===== config.mk =====
export PLATFORM = sky130hd
export DESIGN_NAME = rop_engine
export DESIGN_NICKNAME = d
export VERILOG_FILES = /design/src/rtl/rop_pkg.sv /design/src/rtl/rop_cmd_decode.sv /design/src/rtl/rop_sequencer.sv /design/src/rtl/rop_engine.sv
export SDC_FILE = /design/constraint.sdc
export NUM_CORES = 1
export LEC_CHECK = 0
export BUFFER_PORTS_ARGS = -buffer_cell sky130_fd_sc_hd__buf_2
export CAP_MARGIN = 20
export CORE_ASPECT_RATIO = 0.75
export CORE_MARGIN = 2
export CORE_UTILIZATION = 35
export CTS_CLUSTER_SIZE = 28
export DETAILED_ROUTE_END_ITERATION = 12
export PLACE_DENSITY_LB_ADDON = 0.25
export SKIP_LAST_GASP = 1
export SLEW_MARGIN = 20
export SYNTH_ARGS = -nofsm -noshare
export SYNTH_HDL_FRONTEND = slang
export SYNTH_HIERARCHICAL = 1
export SYNTH_SLANG_ARGS = --single-unit
export TNS_END_PERCENT = 30

===== constraint.sdc =====
create_clock -name clk -period 5.2 [get_ports clk]
set_input_delay 1.04 -clock clk [delete_from_list [all_inputs] [get_ports clk]]
set_output_delay 1.04 -clock clk [all_outputs]
set_load 0.01 [all_outputs]

===== src/rtl/rop_pkg.sv =====
package rop_pkg;
   localparam int WORD_W   = 32;
   localparam int SRC_W    = 24;
   localparam int LEN_LSB  = 24;
   localparam int LEN_W    = 5;
   localparam logic [1:0] SIZE_WORD = 2'd2;

   typedef enum logic [2:0] {
      ST_IDLE, ST_STIP, ST_FILL, ST_CRD, ST_CWAIT, ST_CWR
   } seq_state_t;

   typedef enum logic [1:0] {
      OP_STIP, OP_FILL, OP_COPY
   } op_kind_t;
endpackage


===== src/rtl/rop_cmd_decode.sv =====
module rop_cmd_decode
   import rop_pkg::*;
#(
   parameter int ADDR_W = 20,
   parameter int PIX_W  = 8
) (
   input  logic                  clk,
   input  logic                  rst_n,
   input  logic                  cmd_valid,
   input  logic                  cmd_write,
   input  logic                  cmd_blit,
   input  logic [ADDR_W+2:0]     cmd_addr,
   input  logic [1:0]            cmd_size,
   input  logic [WORD_W-1:0]     cmd_wdata,
   input  logic                  seq_busy,
   output logic                  cmd_ready,
   output logic                  start,
   output op_kind_t              op_kind,
   output logic [ADDR_W-1:0]     dst,
   output logic [ADDR_W-1:0]     src,
   output logic [LEN_W-1:0]      len_m1,
   output logic [WORD_W-1:0]     mask,
   output logic [PIX_W-1:0]      color
);
   logic             word_wr;
   logic             trig_sel;
   logic             fill_sel;
   logic [PIX_W-1:0] latch_q;

   assign word_wr  = cmd_valid && cmd_write && (cmd_size == SIZE_WORD) && (cmd_addr[1:0] == 2'b00);
   assign trig_sel = cmd_addr[2];
   assign cmd_ready = !(word_wr && trig_sel && seq_busy);
   assign start     = word_wr && trig_sel && !seq_busy;

   always_ff @(posedge clk or negedge rst_n) begin
      if (!rst_n) begin
         latch_q <= '0;
      end else if (word_wr && !trig_sel) begin
         latch_q <= cmd_wdata[PIX_W-1:0];
      end
   end

   assign fill_sel = (cmd_wdata[SRC_W-1:0] == {SRC_W{1'b1}});
   assign dst      = cmd_addr[3 +: ADDR_W];
   assign src      = cmd_wdata[ADDR_W-1:0];
   assign len_m1   = cmd_blit ? cmd_wdata[LEN_LSB +: LEN_W] : {LEN_W{1'b1}};
   assign op_kind  = !cmd_blit ? OP_STIP : (fill_sel ? OP_FILL : OP_COPY);
   assign mask     = cmd_wdata;
   assign color    = latch_q;
endmodule


===== src/rtl/rop_sequencer.sv =====
module rop_sequencer
   import rop_pkg::*;
#(
   parameter int ADDR_W = 20,
   parameter int PIX_W  = 8
) (
   input  logic               clk,
   input  logic               rst_n,
   input  logic               start,
   input  op_kind_t           op_kind,
   input  logic [ADDR_W-1:0]  dst,
   input  logic [ADDR_W-1:0]  src,
   input  logic [LEN_W-1:0]   len_m1,
   input  logic [WORD_W-1:0]  mask,
   input  logic [PIX_W-1:0]   color,
   output logic               mem_req,
   output logic               mem_we,
   output logic [ADDR_W-1:0]  mem_addr,
   output logic [PIX_W-1:0]   mem_wdata,
   input  logic               mem_gnt,
   input  logic               mem_rvalid,
   input  logic [PIX_W-1:0]   mem_rdata,
   output logic               busy,
   output logic               done
);
   seq_state_t        state_q;
   logic [ADDR_W-1:0] dst_q, src_q;
   logic [WORD_W-1:0] mask_q;
   logic [PIX_W-1:0]  color_q, rbuf_q;
   logic [LEN_W-1:0]  cnt_q, len_q;
   logic              done_q;
   logic              last;

   assign last = (cnt_q == len_q);
   assign busy = (state_q != ST_IDLE);
   assign done = done_q;

   always_comb begin
      mem_req   = 1'b0;
      mem_we    = 1'b0;
      mem_addr  = dst_q + ADDR_W'(cnt_q);
      mem_wdata = color_q;
      case (state_q)
         ST_STIP: begin mem_req = mask_q[WORD_W-1]; mem_we = 1'b1; end
         ST_FILL: begin mem_req = 1'b1; mem_we = 1'b1; end
         ST_CRD:  begin mem_req = 1'b1; mem_addr = src_q + ADDR_W'(cnt_q); end
         ST_CWR:  begin mem_req = 1'b1; mem_we = 1'b1; mem_wdata = rbuf_q; end
         default: ;
      endcase
   end

   always_ff @(posedge clk or negedge rst_n) begin
      if (!rst_n) begin
         state_q <= ST_IDLE;
         dst_q   <= '0;
         src_q   <= '0;
         mask_q  <= '0;
         color_q <= '0;
         rbuf_q  <= '0;
         cnt_q   <= '0;
         len_q   <= '0;
         done_q  <= 1'b0;
      end else begin
         done_q <= 1'b0;
         case (state_q)
            ST_IDLE: if (start) begin
               dst_q   <= dst;
               src_q   <= src;
               mask_q  <= mask;
               color_q <= color;
               len_q   <= len_m1;
               cnt_q   <= '0;
               case (op_kind)
                  OP_STIP: state_q <= ST_STIP;
                  OP_FILL: state_q <= ST_FILL;
                  default: state_q <= ST_CRD;
               endcase
            end
            ST_STIP: if (mem_gnt || !mask_q[WORD_W-1]) begin
               mask_q <= mask_q << 1;
               cnt_q  <= cnt_q + 1'b1;
               if (last) begin
                  state_q <= ST_IDLE;
                  done_q  <= 1'b1;
               end
            end
            ST_FILL: if (mem_gnt) begin
               if (last) begin
                  state_q <= ST_IDLE;
                  done_q  <= 1'b1;
               end else begin
                  cnt_q <= cnt_q + 1'b1;
               end
            end
            ST_CRD: if (mem_gnt) state_q <= ST_CWAIT;
            ST_CWAIT: if (mem_rvalid) begin
               rbuf_q  <= mem_rdata;
               state_q <= ST_CWR;
            end
            ST_CWR: if (mem_gnt) begin
               if (last) begin
                  state_q <= ST_IDLE;
                  done_q  <= 1'b1;
               end else begin
                  cnt_q   <= cnt_q + 1'b1;
                  state_q <= ST_CRD;
               end
            end
            default: state_q <= ST_IDLE;
         endcase
      end
   end
endmodule


===== src/rtl/rop_engine.sv =====
module rop_engine
   import rop_pkg::*;
#(
   parameter int ADDR_W = 20,
   parameter int PIX_W  = 8
) (
   input  logic               clk,
   input  logic               rst_n,
   input  logic               cmd_valid,
   output logic               cmd_ready,
   input  logic               cmd_write,
   input  logic               cmd_blit,
   input  logic [ADDR_W+2:0]  cmd_addr,
   input  logic [1:0]         cmd_size,
   input  logic [31:0]        cmd_wdata,
   output logic [31:0]        cmd_rdata,
   output logic               mem_req,
   output logic               mem_we,
   output logic [ADDR_W-1:0]  mem_addr,
   output logic [PIX_W-1:0]   mem_wdata,
   input  logic               mem_gnt,
   input  logic               mem_rvalid,
   input  logic [PIX_W-1:0]   mem_rdata,
   output logic               busy,
   output logic               done
);
   generate
      if (ADDR_W < 4 || ADDR_W > SRC_W) begin : g_bad_addr_w
         $error("rop_engine: ADDR_W must lie in 4..24");
      end
      if (PIX_W < 1 || PIX_W > WORD_W) begin : g_bad_pix_w
         $error("rop_engine: PIX_W must lie in 1..32");
      end
   endgenerate

   logic              start;
   op_kind_t          op_kind;
   logic [ADDR_W-1:0] dst, src;
   logic [LEN_W-1:0]  len_m1;
   logic [WORD_W-1:0] mask;
   logic [PIX_W-1:0]  color;

   assign cmd_rdata = '0;

   rop_cmd_decode #(.ADDR_W(ADDR_W), .PIX_W(PIX_W)) u_dec (
      .clk(clk), .rst_n(rst_n),
      .cmd_valid(cmd_valid), .cmd_write(cmd_write), .cmd_blit(cmd_blit),
      .cmd_addr(cmd_addr), .cmd_size(cmd_size), .cmd_wdata(cmd_wdata),
      .seq_busy(busy), .cmd_ready(cmd_ready), .start(start),
      .op_kind(op_kind), .dst(dst), .src(src), .len_m1(len_m1),
      .mask(mask), .color(color)
   );

   rop_sequencer #(.ADDR_W(ADDR_W), .PIX_W(PIX_W)) u_seq (
      .clk(clk), .rst_n(rst_n), .start(start), .op_kind(op_kind),
      .dst(dst), .src(src), .len_m1(len_m1), .mask(mask), .color(color),
      .mem_req(mem_req), .mem_we(mem_we), .mem_addr(mem_addr),
      .mem_wdata(mem_wdata), .mem_gnt(mem_gnt), .mem_rvalid(mem_rvalid),
      .mem_rdata(mem_rdata), .busy(busy), .done(done)
   );
endmodule


After elaboration in Yosys (flattened, before gate mapping)
Index checks and enable logic that the tools add are counted.
{"block": "totals", "output_inout_bits": 65, "reg_bits": 110, "elab_cells": 85}
{"block": "op_classes", "n_mux": 29, "n_reduce_logical": 26, "add_sub_neg": 3, "n_eq_ne": 17}
{"op": "$mux W32", "count": 2}
{"op": "$pmux W32 S2", "count": 1}
{"op": "$add A20 B5 Y20", "count": 2}
{"op": "$mux W5", "count": 5}
{"op": "$eq A24 B24 Y1 const B", "count": 1}
{"op": "$mux W3", "count": 7}
{"op": "$mux W20", "count": 1}
{"op": "$pmux W3 S6", "count": 1}
{"op": "$pmux W5 S3", "count": 1}
{"op": "$ne A2 B2 Y1 const B", "count": 6}
{"op": "$mux W8", "count": 1}
{"op": "$logic_and A1 B1 Y1", "count": 7}
{"op": "$eq A3 B2 Y1 const B", "count": 2}
{"op": "$eq A3 B3 Y1 const B", "count": 2}
{"op": "$mux W2", "count": 3}
{"op": "$reduce_and A6 Y1", "count": 1}
{"op": "$reduce_bool A3 Y1", "count": 2}
{"op": "$reduce_or A3 Y1", "count": 2}
{"op": "$add A5 B1 Y5 const B", "count": 1}
{"op": "$eq A5 B5 Y1", "count": 1}
{"op": "$reduce_and A5 Y1", "count": 1}
{"op": "$logic_not A1 Y1", "count": 4}
{"op": "$logic_not A2 Y1", "count": 2}
{"op": "$mux W1", "count": 4}
{"op": "other kinds (12)", "count": 15}

Depth between registers and ports, before layout
{"block": "depth", "ltp_word": 7, "mapped_depth": 13}

Hierarchy
The synthesis kept the hierarchy.
{"module": "rop_sequencer", "area_each_um2": 5318.9, "cells_per_inst": 460, "n_inst": 1, "seq_area_each_um2": 2552.4}
{"module": "rop_cmd_decode", "area_each_um2": 987.2, "cells_per_inst": 108, "n_inst": 1, "seq_area_each_um2": 200.2}
{"module": "rop_engine", "area_each_um2": 244.0, "cells_per_inst": 33, "n_inst": 1, "seq_area_each_um2": 0.0}

Least setup slack after synthesis
No wires, ideal clock.
{"block": "synth_path", "kind": "flip-flop to output port", "startpoint": "register u_seq.state_q[0]", "endpoint": "output port mem_addr[12]", "arrival_ns": 3.042, "path_slack_ns": 1.118, "stages_incl_launch_ff": 14, "n_path_buf": 3, "required_time_ns": 4.160, "cell_sequence": "dfrtp_1 > buf_6 > nand3b_4 > buf_8 > clkbuf_1 > mux2_2 > ha_1 > fa_1 > a21oi_1 > o21ai_0 > nand3_2 > o21ai_0 > nor3b_1 > a21oi_1"}
{"block": "synth_between", "elab_chain_len": 2}
{"element": "start, declared", "line_no": "rop_sequencer.sv:26", "source": "seq_state_t state_q;"}
{"element": "start signal, assigned", "line_no": "rop_sequencer.sv:54", "source": "state_q <= ST_IDLE;"}
{"element": "start signal, assigned", "line_no": "rop_sequencer.sv:74", "source": "OP_STIP: state_q <= ST_STIP;"}
{"element": "start signal, assigned", "line_no": "rop_sequencer.sv:75", "source": "OP_FILL: state_q <= ST_FILL;"}
{"element": "$eq A3 B2 Y1", "line_no": "rop_sequencer.sv:43", "source": "case (state_q)"}
{"element": "$mux W20", "line_no": "rop_sequencer.sv:43"}
{"element": "end, declared", "line_no": "rop_engine.sv:19", "source": "output logic [ADDR_W-1:0] mem_addr,"}
Every way passes these cells.

Worst setup path in the final report
{"block": "layout_path", "startpoint": "register u_seq.state_q[2]", "endpoint": "output port mem_addr[18]"}
The elaborated chain is that of the path after synthesis.

==> flow_summary_export.csv <==
group,metric,value,unit
yosys,syn_inst,601,
die,rows,43,
yosys,synthTopCellsByArea,"dfrtp_1, mux2_2, buf_4, mux2i_1, o21ai_0",
critical_path,crit_chain,"nand3b_4, buf_4, mux2_2, ha_1, nand2_1, o21ai_0, nand3_2, nor4_1, xnor2_1, buf_2",
drt,routed_wl,13800,µm
yosys,synth_edf_count,0,
placed_design,dpl.hpwl,10500,µm
die,chipWidth,162,µm
timing,final_max_slew_viol_count,0,
finish,diodes,0,
timing,rsz0062_at_grt,"no",
critical_path,slowest_stage,"dfrtp_1",
drt,route.detailed.drc,0,
grt,first_global_vias,4218,
drt,drtIter0Drc,266,
cts,cts-buffers-inserted,9,
grt,grt_max_degree,75,
timing,max_freq,0.204,GHz
finish,syn2layout_area_growth,6.36,%
yosys,ys_top_cells_by_count,"dfrtp_1, buf_4, mux2_2, nand2_1, o21ai_0",
yosys,synthFlopType,"dfrtp_1",
critical_path,slowest_delay,0.57,ns
cts,cts_root_buf,"clkbuf_16",
yosys,synth.cell_area,6550,µm²
power,power_density,429,nW/µm²
cts,cts_tree,"yes",
critical_path,cp_max_fo,25,
die,die_area,19800,µm²
die,die_y,122,µm
timing,fin_crit,4.91,ns
cts,cts.clk_slew.worst_paths,0.09,ns
power,leakage,3.42,nW
yosys,ys_ff_latch,110,
finish,fin_nets,708,
cts,htreeDepth,3,
grt,antenna_found_initial,0,
yosys,syn_avg_cell_area,10.9,µm²
drt,wl_per_cell,15.7,µm
power,peakVddDrop,0.000209,V
finish,fin_util,0.379,
timing,fin_skew,0.0182,ns
yosys,seq_area_frac_synth,0.420,
timing,period_share,0.945,
cts,insertion_delay,0.35,ns
drt,drtAntennaViolNets,0,
critical_path,path_class,"reg -> out",
drt,first_pass_iters,4,
cts,clock_sinks,110,
yosys,synthArstFlopShare,1.00,
grt,use_met2,0.224,
cts,cts_setup_buffers,0,
yosys,synth.distinct_cells,57,
yosys,synth_area_leader_cell,"dfrtp_1",
die,io_pins,137,
min_path,hold_path.class,"reg -> reg",
critical_path,cp.arrival,3.87,ns
timing,finalSetupTns,0,ns
grt,grt_use_met3,0.0375,
critical_path,required,4.16,ns
timing,hold_viol,0,
placed_design,port_buffers,104,
critical_path,critPathLaunchType,"flop",
grt,overflow,0,
timing,relSlewSlack,0.356,
yosys,synth_top_area_share,0.420,
grt,grt.total_usage,0.145,
drt,vias,4155,
cts,cts_hold_buf,0,
cts,clk_path_buf_depth,2,
outcome,status,"finished, final reports clean",
grt,busiest_layer,"met2",
timing,worst_pin_slew,0.966,ns
finish,drive_gt1_frac,0.359,
grt,use_met1,0.206,
timing,setup_violations,0,
placed_design,place_congestion,0.787,
drt,via_per_inst,4.72,
cts,cts_resized,0,
die,coreArea,18400,µm²
job,drv_cap,0,
die,start_util,0.356,
yosys,ys_warn_count,6,
grt,grt_pass1_wl,22700,µm
critical_path,endpoint_kind,"output port",
yosys,synth_most_common_cell,"dfrtp_1",
where the power goes:
part,internal (W),switching [W]
combinational,0.000459,0.000578
sequential,0.00107,0.000175
clock,0.000346,0.000354
worst max-delay path, delay by kind of cell, from the launching register on:
family | cells | cell delay [ns]
muxes | 1 | 0.40
xor gates and xnor gates | 1 | 0.16
adders and majority gates | 1 | 0.29
DFF | 1 | 0.57
buffers and inverters | 2 | 0.50
and+or+nand+nor | 4 | 1.06
AOI/OAI and AO/OA | 1 | 0.52
layout by cell type, fill, tap and decap left out, types with 2 or more instances in the layout:
master,Yosys,routed
nor3_2,3,3
xnor2_1,14,14
xor2_1,14,14
dfrtp_1,110,110
clkbuf_16,0,9
nor2_1,16,15
buf_2,11,103
nor3b_1,3,3
buf_4,104,6
nand4_1,16,16
conb_1,1,32
inv_8,0,4
nor3_1,3,3
ha_1,7,7
nand2b_1,9,9
nand3_1,11,11
nand2_1,50,50
mux2i_1,44,44
nor2b_1,3,3
o21ai_0,45,45
nor4_1,2,2
a21oi_1,6,6
o31ai_1,2,2
mux2_2,84,84
inv_1,3,3
sequential cells by signal, summed over array words and instances (netlist names):
| register | flops |
|---|---|
| u_seq/cnt_q | 5 |
| u_seq/dst_q | 20 |
| u_seq/state_q | 3 |
| u_seq/color_q | 8 |
| u_seq/rbuf_q | 8 |
| u_dec/color | 8 |
| u_seq/src_q | 20 |
| u_seq/len_q | 5 |
| u_seq/done | 1 |
| u_seq/mask_q | 32 |
logic make-up (layout without fill, tap and decap cells):
kind of cell	count (synthesis)	after routing	share of synthesized area
AND/OR/NAND/NOR	131	131	0.113
multiplexers	129	129	0.214
XOR/XNOR	28	28	0.0374
buffers and inverters	127	128	0.137
other	1	32	0.000573
flip-flops	110	110	0.420
adder cells (fa/ha/maj)	8	8	0.0164
AO/OA/AOI/OAI	67	67	0.0606
stage by stage:
| step | worst slack [ns] | std cells | total power (W) | area, µm² | hold WS (ns) |
|---|---|---|---|---|---|
| after floorplan | 1.12 | 632 | 0.00206 | 6670 | 0.450 |
| after global placement | 0.785 | 864 | 0.00226 | 6660 | 0.463 |
| after detailed placement | 0.688 | 864 | 0.00230 | 6660 | 0.472 |
| after CTS | 0.292 | 880 | 0.00302 | 6970 | 0.490 |
| after global routing | 0.00728 | 880 | 0.00320 | 6970 | 0.512 |
| final | 0.288 | 880 | 0.00299 | 6970 | 0.488 |
layer usage:
metal / part of all wire / wire, µm
met3: 0.059 / 812
met2: 0.42 / 5840
met1: 0.51 / 7050
met5: 0 / 0
met4: 0.0077 / 106
cell type report:
| type | instances | area, µm² |
|---|---|---|
| Inverter | 3 | 11.3 |
| Multi-Input combinational cell | 395 | 3030 |
| Clock inverter | 7 | 78.8 |
| Timing Repair Buffer | 109 | 561 |
| Clock buffer | 9 | 225 |
| Tap cell | 247 | 309 |
| Sequential cell | 110 | 2750 |
| Fill cell | 1849 | 11400 |
worst paths after layout:
check,cells past startpoint,to,slack (ns),start
hold reg to reg,2,u_seq/mask_q[24],0.49,u_seq/mask_q[24]
min in group asynchronous,1,u_seq/dst_q[19],0.84,rst_n
setup / recovery,10,mem_addr[18],0.29,u_seq/state_q[2]
hold / removal,2,u_seq/mask_q[24],0.49,u_seq/mask_q[24]
max in group asynchronous,2,u_dec/color[7],3.30,rst_n
setup reg to reg,8,u_seq/cnt_q[4],2.35,u_seq/state_q[2]
Power figures use the tool's default switching activity.
